<file path="src/rtl/ptw_pkg.sv">
package ptw_pkg;
  parameter int IDX_W = 10;
  parameter int OFF_W = 12;
  parameter int PPN_W = 22;
  parameter int PTE_W = 32;

  localparam int VPN_W  = 2 * IDX_W;
  localparam int VA_W   = VPN_W + OFF_W;
  localparam int PA_W   = PPN_W + OFF_W;
  localparam int PERM_W = 3;
  localparam int RSV_LO = PERM_W + 1;
  localparam int RSV_HI = PTE_W - PPN_W - 1;
  localparam int MEGA_W = IDX_W + OFF_W;

  typedef enum logic [2:0] {
    S_IDLE, S_L1_REQ, S_L1_WAIT, S_L2_REQ, S_L2_WAIT, S_DONE, S_FAULT
  } walk_st_e;

  typedef enum logic [1:0] {ACC_READ = 2'd0, ACC_WRITE = 2'd1, ACC_EXEC = 2'd2, ACC_NONE = 2'd3} acc_e;
  typedef enum logic [1:0] {FLT_NONE = 2'd0, FLT_PAGE = 2'd1, FLT_PROT = 2'd2} flt_e;
  typedef enum logic [1:0] {PC_NEXT, PC_LEAF, PC_PAGE, PC_PROT} pte_cls_e;

  // permission bits are {X,W,R}
  function automatic logic perm_ok(logic [PERM_W-1:0] perm, logic [1:0] acc);
    case (acc_e'(acc))
      ACC_READ:  return perm[0];
      ACC_WRITE: return perm[1];
      ACC_EXEC:  return perm[2];
      default:   return 1'b0;
    endcase
  endfunction

  function automatic logic [PA_W-1:0] pte_addr(logic [PPN_W-1:0] base, logic [IDX_W-1:0] idx);
    return {base, {OFF_W{1'b0}}} | PA_W'({idx, 2'b00});
  endfunction

  function automatic logic [PA_W-1:0] compose_pa(logic [PPN_W-1:0] ppn, logic [VA_W-1:0] va,
                                                 logic mega);
    return mega ? {ppn[PPN_W-1:IDX_W], va[MEGA_W-1:0]} : {ppn, va[OFF_W-1:0]};
  endfunction
endpackage

</file>
<file path="src/rtl/ptw_addr_gen.sv">
module ptw_addr_gen
  import ptw_pkg::*;
(
  input  logic [VPN_W-1:0] vpn,
  input  logic [PPN_W-1:0] base,
  input  logic             root_lvl,
  output logic [PA_W-1:0]  addr
);
  logic [IDX_W-1:0] idx;
  assign idx  = root_lvl ? vpn[VPN_W-1 -: IDX_W] : vpn[IDX_W-1:0];
  assign addr = pte_addr(base, idx);
endmodule

</file>
<file path="src/rtl/ptw_pte_eval.sv">
module ptw_pte_eval
  import ptw_pkg::*;
(
  input  logic [PTE_W-1:0]  pte,
  input  logic              at_root,
  input  logic [1:0]        acc,
  output pte_cls_e          cls,
  output logic [PPN_W-1:0]  ppn,
  output logic [PERM_W-1:0] perm
);
  logic valid, rsv_set, is_ptr, misaligned;
  assign valid      = pte[0];
  assign perm       = pte[PERM_W:1];
  assign ppn        = pte[PTE_W-1 -: PPN_W];
  assign rsv_set    = |pte[RSV_HI:RSV_LO];
  assign is_ptr     = (perm == '0);
  assign misaligned = at_root && (ppn[IDX_W-1:0] != '0);

  // order: presence, structure, alignment, then permission
  always_comb begin
    if (!valid || rsv_set)     cls = PC_PAGE;
    else if (is_ptr)           cls = at_root ? PC_NEXT : PC_PAGE;
    else if (misaligned)       cls = PC_PAGE;
    else if (!perm_ok(perm, acc)) cls = PC_PROT;
    else                       cls = PC_LEAF;
  end
endmodule

</file>
<file path="src/rtl/pt_walker.sv">
module pt_walker
  import ptw_pkg::*;
(
  input  logic              clk,
  input  logic              rst_n,
  input  logic              req_valid,
  output logic              req_ready,
  input  logic [VA_W-1:0]   req_va,
  input  logic [1:0]        req_acc,
  input  logic [PPN_W-1:0]  ptbr_ppn,
  output logic              mem_req,
  output logic [PA_W-1:0]   mem_addr,
  input  logic              mem_rsp_valid,
  input  logic [PTE_W-1:0]  mem_rsp_data,
  output logic              done_valid,
  output logic [1:0]        fault_kind,
  output logic              refill_we,
  output logic [VPN_W-1:0]  refill_vpn,
  output logic [PPN_W-1:0]  refill_ppn,
  output logic [PERM_W-1:0] refill_perm,
  output logic              refill_mega,
  output logic [PA_W-1:0]   pa_out
);
  walk_st_e          st;
  logic [VA_W-1:0]   va_q;
  logic [1:0]        acc_q;
  logic [PPN_W-1:0]  base_q;
  logic [PPN_W-1:0]  res_ppn;
  logic [PERM_W-1:0] res_perm;
  logic              res_mega;
  flt_e              res_flt;

  // named internal events
  logic     walk_accept, pte_arrive, at_root;
  pte_cls_e ev_cls;
  logic [PPN_W-1:0]  ev_ppn;
  logic [PERM_W-1:0] ev_perm;

  assign walk_accept = (st == S_IDLE) && req_valid;
  assign at_root     = (st == S_L1_WAIT);
  assign pte_arrive  = ((st == S_L1_WAIT) || (st == S_L2_WAIT)) && mem_rsp_valid;

  ptw_addr_gen u_addr (
    .vpn      (va_q[VA_W-1:OFF_W]),
    .base     (base_q),
    .root_lvl (st == S_L1_REQ),
    .addr     (mem_addr)
  );

  ptw_pte_eval u_eval (
    .pte     (mem_rsp_data),
    .at_root (at_root),
    .acc     (acc_q),
    .cls     (ev_cls),
    .ppn     (ev_ppn),
    .perm    (ev_perm)
  );

  always_ff @(posedge clk) begin
    if (!rst_n) begin
      st       <= S_IDLE;
      va_q     <= '0;
      acc_q    <= '0;
      base_q   <= '0;
      res_ppn  <= '0;
      res_perm <= '0;
      res_mega <= 1'b0;
      res_flt  <= FLT_NONE;
    end else begin
      case (st)
        S_IDLE: if (walk_accept) begin
          va_q   <= req_va;
          acc_q  <= req_acc;
          base_q <= ptbr_ppn;
          st     <= S_L1_REQ;
        end
        S_L1_REQ: st <= S_L1_WAIT;
        S_L2_REQ: st <= S_L2_WAIT;
        S_L1_WAIT, S_L2_WAIT: if (pte_arrive) begin
          case (ev_cls)
            PC_NEXT: begin
              base_q <= ev_ppn;
              st     <= S_L2_REQ;
            end
            PC_LEAF: begin
              res_ppn  <= ev_ppn;
              res_perm <= ev_perm;
              res_mega <= at_root;
              res_flt  <= FLT_NONE;
              st       <= S_DONE;
            end
            PC_PAGE: begin
              res_flt <= FLT_PAGE;
              st      <= S_FAULT;
            end
            default: begin
              res_flt <= FLT_PROT;
              st      <= S_FAULT;
            end
          endcase
        end
        default: st <= S_IDLE;
      endcase
    end
  end

  assign req_ready   = (st == S_IDLE);
  assign mem_req     = (st == S_L1_REQ) || (st == S_L2_REQ);
  assign done_valid  = (st == S_DONE) || (st == S_FAULT);
  assign refill_we   = (st == S_DONE);
  assign fault_kind  = (st == S_FAULT) ? res_flt : FLT_NONE;
  assign refill_vpn  = va_q[VA_W-1:OFF_W];
  assign refill_ppn  = res_ppn;
  assign refill_perm = res_perm;
  assign refill_mega = res_mega;
  assign pa_out      = compose_pa(res_ppn, va_q, res_mega);

  p_single_read_r11: assert property (@(posedge clk) disable iff (!rst_n)
    mem_req |=> !mem_req);
  p_busy_after_accept_r9: assert property (@(posedge clk) disable iff (!rst_n)
    (req_valid && req_ready) |=> !req_ready);
  p_done_pulse_r10: assert property (@(posedge clk) disable iff (!rst_n)
    done_valid |=> (!done_valid && req_ready));
  p_refill_follows_read_r8: assert property (@(posedge clk) disable iff (!rst_n)
    refill_we |-> $past(mem_rsp_valid));
  p_fault_follows_read_r4: assert property (@(posedge clk) disable iff (!rst_n)
    (fault_kind != 2'b00) |-> $past(mem_rsp_valid));
  p_mega_aligned_r5: assert property (@(posedge clk) disable iff (!rst_n)
    (refill_we && refill_mega) |-> (refill_ppn[IDX_W-1:0] == '0));
  p_no_refill_on_fault_r6: assert property (@(posedge clk) disable iff (!rst_n)
    (fault_kind != 2'b00) |-> !refill_we);
endmodule

</file>
<file path="config.mk">
export PLATFORM = sky130hd
export DESIGN_NAME = pt_walker
export DESIGN_NICKNAME = d
export VERILOG_FILES = /design/src/rtl/ptw_pkg.sv /design/src/rtl/ptw_addr_gen.sv /design/src/rtl/ptw_pte_eval.sv /design/src/rtl/pt_walker.sv
export SDC_FILE = /design/constraint.sdc
export NUM_CORES = 1
export LEC_CHECK = 0
export ABC_AREA = 0
export BUFFER_PORTS_ARGS = -buffer_cell sky130_fd_sc_hd__buf_4
export CORE_UTILIZATION = 35
export DETAILED_ROUTE_END_ITERATION = 7
export GPL_TIMING_DRIVEN = 0
export PLACE_DENSITY = 0.66
export RECOVER_POWER = 100
export SKIP_CTS_REPAIR_TIMING = 1
export SLEW_MARGIN = 20
export SYNTH_ARGS = -nofsm -noshare
export SYNTH_HDL_FRONTEND = slang
export SYNTH_SLANG_ARGS = --single-unit
</file>
<file path="constraint.sdc">
create_clock -name clk -period 6.3 [get_ports clk]
set_input_delay 1.26 -clock clk [delete_from_list [all_inputs] [get_ports clk]]
set_output_delay 1.26 -clock clk [all_outputs]
set_load 0.005 [all_outputs]
</file>
# Word level (Yosys, flattened, before mapping)
# Cells that the tools add are included.
# word_totals
inputBits,92
out_inout_bits,120
regBits,87
word_cells,65
# classes
mux,21
n_eq_ne,13
n_reduce_logical,21
bitwise,2
# op_table
cell,n
two-way mux 22 bit,4
case mux 22 bit (2 select lines),1
bitwise OR 34 x 12 -> 34 bit,1
two-way mux 2 bit,6
case mux 3 bit (4 select lines),1
two-way mux 10 bit,1
nonzero test 10 bit,1
== test 3 bit (second input constant),3
== test 3 x 2 -> 1 bit (second input constant),2
zero test 3 bit,2
two-way mux 3 bit,2
case mux 2 bit (3 select lines),1
case mux 3 bit (2 select lines),1
AND reduction 3 bit,2
OR reduction 6 bit,1
== test 2 x 1 -> 1 bit (second input constant),2
== test 2 bit (second input constant),2
zero test 2 bit,2
logical OR 1 bit,4
!= test 2 bit (second input constant),2
AND reduction 2 bit,2
AND reduction 4 bit,1
== test 3 x 1 -> 1 bit (second input constant),1
logical AND 1 bit,3
7 further kinds,9

# Longest topological paths before layout
# depth
depth_word,13
mapped_depth,11
depth_no_buf,9

# Cells and area by module
# Synthesis repeated with hierarchy kept, for this count alone.
# unflattened
cells_unflattened,517
area_unflattened_um2,4538.1
# modules_own_cells
module,seq_area_each_um2,n_inst,area_per_inst_um2,cells_per_inst
pt_walker,1741.7,1,3895.0,439
ptw_addr_gen,0.0,1,345.3,36
ptw_pte_eval,0.0,1,297.8,42

# Worst setup path before layout
# OpenSTA, ideal clock, no wires.
# synth_timing
path_kind,in2reg
start,input mem_rsp_data[14]
end,register base_q[10]
slack_ns,2.523
t_required_ns,6.228
setup_time_ns,0.072
t_arrival_ns,3.705
cell_stages,10
path_buffers,1
cell_sequence,or4_1 > nor4_2 > nor3_1 > o31ai_1 > ha_1 > nand2_1 > o21a_1 > nor3_2 > buf_4 > mux2i_1
# synth_between
elab_chain_cells,8
# synth_rtl
element,line_no,text
start: declaration,pt_walker.sv:14,"input logic [PTE_W-1:0] mem_rsp_data,"
nonzero test 10 bit,ptw_pte_eval.sv:17,assign misaligned = at_root && (ppn[IDX_W-1:0] != '0);
logical AND 1 bit,ptw_pte_eval.sv:17,
two-way mux 2 bit,ptw_pte_eval.sv:23,else if (misaligned) cls = PC_PAGE;
two-way mux 2 bit,ptw_pte_eval.sv:22,else if (is_ptr) cls = at_root ? PC_NEXT : PC_PAGE;
two-way mux 2 bit,ptw_pte_eval.sv:21,if (!valid || rsv_set) cls = PC_PAGE;
zero test 2 bit,pt_walker.sv:80,case (ev_cls)
!= test 2 bit (no source line),--,
AND reduction 4 bit (no source line),--,
end signal: assignment,pt_walker.sv:74,base_q <= ptbr_ppn;
end signal: assignment,pt_walker.sv:82,base_q <= ev_ppn;
end: declaration,pt_walker.sv:27,logic [PPN_W-1:0] base_q;
# Every way passes these cells.
# A chain may end at the register's enable or synchronous reset.

# Worst setup path after layout
# layout_timing
start,input mem_rsp_data[14]
end,register base_q[17]
# Same word-level chain as after synthesis.

==> flow_summary.ini <==
[synth]
ys_top_cells_by_count = nand2_1, dfxtp_1, a21boi_1
synth.distinct_cells = 43
yosysSeqAreaShare_pct = 40.88
ys_ff_latch = 87
netlist_area_um2 = 4260
syn-instance-count = 492
synth_edf_count = 0
async_flop_share_pct = 0
synth_area_per_cell_um2 = 8.659
ys.warnings.count = 0
yosys.cell_count.top_type = nand2_1
synth_top_area_share_pct = 40.88
synth_area_leaders = dfxtp_1, nand2_1, a21boi_1
ys.flop_type = dfxtp_1
synth_area_leader_cell = dfxtp_1

[grt]
overflow = 0
first_global_vias = 4100
grt_pass1_wl_um = 21020
grtUsageTotal_pct = 21.19
grt_max_degree = 16
antenna_found_initial = 0

[floorplanning]
placementRows = 39
die_h_um = 112.3
die_x_um = 112.3
fp.dieArea_um2 = 12620
core_area_um2 = 11660
start_util_pct = 36.53
io_pins = 212

[route]
dr.first_iter.drc_count = 179
postRouteAntennaNets = 0
routedWlPerCell_um = 15.30
first_pass_iters = 8
vias = 4144
routed_wl_um = 13140
vias_per_cell = 4.824
drcViolationCount = 17

[worst_setup_path]
critical_path_peak_fanout = 10
worstPathArrival_ns = 5.03
required_ns = 6.56
end_kind = flip-flop
worst-setup-path-type = in2reg
cp-start-kind = input pin

[cells_and_area]
area_delta_synth_final_pct = 44.93
fin_util_pct = 52.95
diodes = 0
nets = 807
drive_above_1_share_pct = 35.06
n_fill_cell = 1106

[pwr]
peakVddDrop_uv = 145.8
power_density_nw_per_um2 = 354.1
power_mw = 2.187
p_leak_nw = 2.668

[sta]
rsz0062_at_grt = no
finalCritPeriodShare_pct = 75.70
finalSetupViolations = 0
maxSlewHeadroom_pct = 31.03
setup_tns_ns = 0
skew_ns = 0.005571
maxSlewViolCount = 0
tightest_slew_ns = 1.031
max_freq_mhz = 209.7
hold_viol_final = 0
period_minus_slack_ns = 4.769

[clock_tree]
cts-htree-levels = 3
cts_sinks = 87
path_clk_slew_ns = 0.07
numCtsBuffers = 9
clockRootBuffer = clkbuf_16
cts_tree = built
clk_latency_ns = 0.33
cts_buffer_depth = 2

[placement]
port_buffers = 207
dpl.hpwl_um = 10510
gp_congestion = 0.8120

[run_status]
status = finished, violations left
violations = DRC

[worst_hold_path]
min_path_type = reg2reg

[flow_run]
cap_violations = 0
==> area by class of cell <==
class | count | area (um^2) | share of cell area, %
Multi-Input combinational cell | 351 | 2161 | 34.99
Sequential cell | 87 | 1742 | 28.21
Timing Repair Buffer | 207 | 1483 | 24.01
Buffer | 52 | 277.8 | 4.498
Clock buffer | 9 | 225.2 | 3.647
Tap cell | 143 | 178.9 | 2.898
Clock inverter | 7 | 96.34 | 1.560
Inverter | 3 | 11.26 | 0.1824
==> logic make-up after synthesis <==
logic type	synth area share (%)
AO/OA/AOI/OAI	16.68
XOR/XNOR	0.2056
adder cells (fa/ha/maj)	1.410
buffers and inverters	7.548
flip-flops	40.88
multiplexers	11.16
other	0.08802
AND/OR/NAND/NOR	22.03
==> cells in the final DEF, fill, tap and decap left out, drive strengths merged, types with 3 or more instances in the layout <==
master,instances
mux2i,25
nor2b,5
nand2,146
a21oi,4
dfxtp,87
buf,123
nor3,6
a21boi,61
inv,4
clkinvlp,3
mux2,20
ha,4
nand2b,23
clkbuf,145
and3,3
o211ai,22
nor2,5
==> path summary, 6_finish.rpt <==
check / start / to / slack, ns / cells past startpoint
max: mem_rsp_data[14] / base_q[17] / 1.53 / 11
max reg2reg: st[0] / base_q[17] / 2.69 / 10
min: base_q[15] / base_q[15] / 0.46 / 2
min reg2reg: base_q[15] / base_q[15] / 0.46 / 2
==> report_power, final <==
group,switching (mW),internal [mW]
Sequential,0.0841,0.677
Clock,0.226,0.348
Combinational,0.450,0.401
==> registers in the layout, indices dropped and copies added, names as in the netlist <==
| signal | count |
|---|---|
| acc_q | 2 |
| base_q | 22 |
| refill_mega | 1 |
| refill_perm | 3 |
| refill_ppn | 22 |
| res_flt | 2 |
| st | 3 |
| va_q | 32 |
==> routing by layer <==
layer  GRT usage (%)  routed length, um  share of wire (%)  vias to the layer above
met3           5.454                973                7.4                       10
met4           6.311                133                1.0                        0
li1                -                  -                  -                     2083
met5               0                  0                  0                        -
met1           25.05               5707                 43                     1884
met2           37.68               6330                 48                      167
==> worst max-delay path, cell delays in order <==
cell,delay [ns]
clkbuf_1,0.11
or4_1,0.56
nor4_1,0.43
nor3_1,0.15
o31ai_1,0.47
ha_1,0.34
nand2_1,0.11
o21a_1,0.18
nor3_1,0.53
clkbuf_1,0.64
mux2i_1,0.25
==> metrics by stage <==
step | area (um^2) | hold WS (ns) | setup slack, ns | cells
global placement | 5997 | 0.4430 | 1.895 | 843
CTS | 6319 | 0.4592 | 2.123 | 859
finish | 6175 | 0.4613 | 1.531 | 859
global route | 6175 | 0.4752 | 1.333 | 859
detailed placement | 5997 | 0.4499 | 1.808 | 843
floorplan | 4264 | 0.4511 | 2.523 | 493
Power figures use the tool's default switching activity.
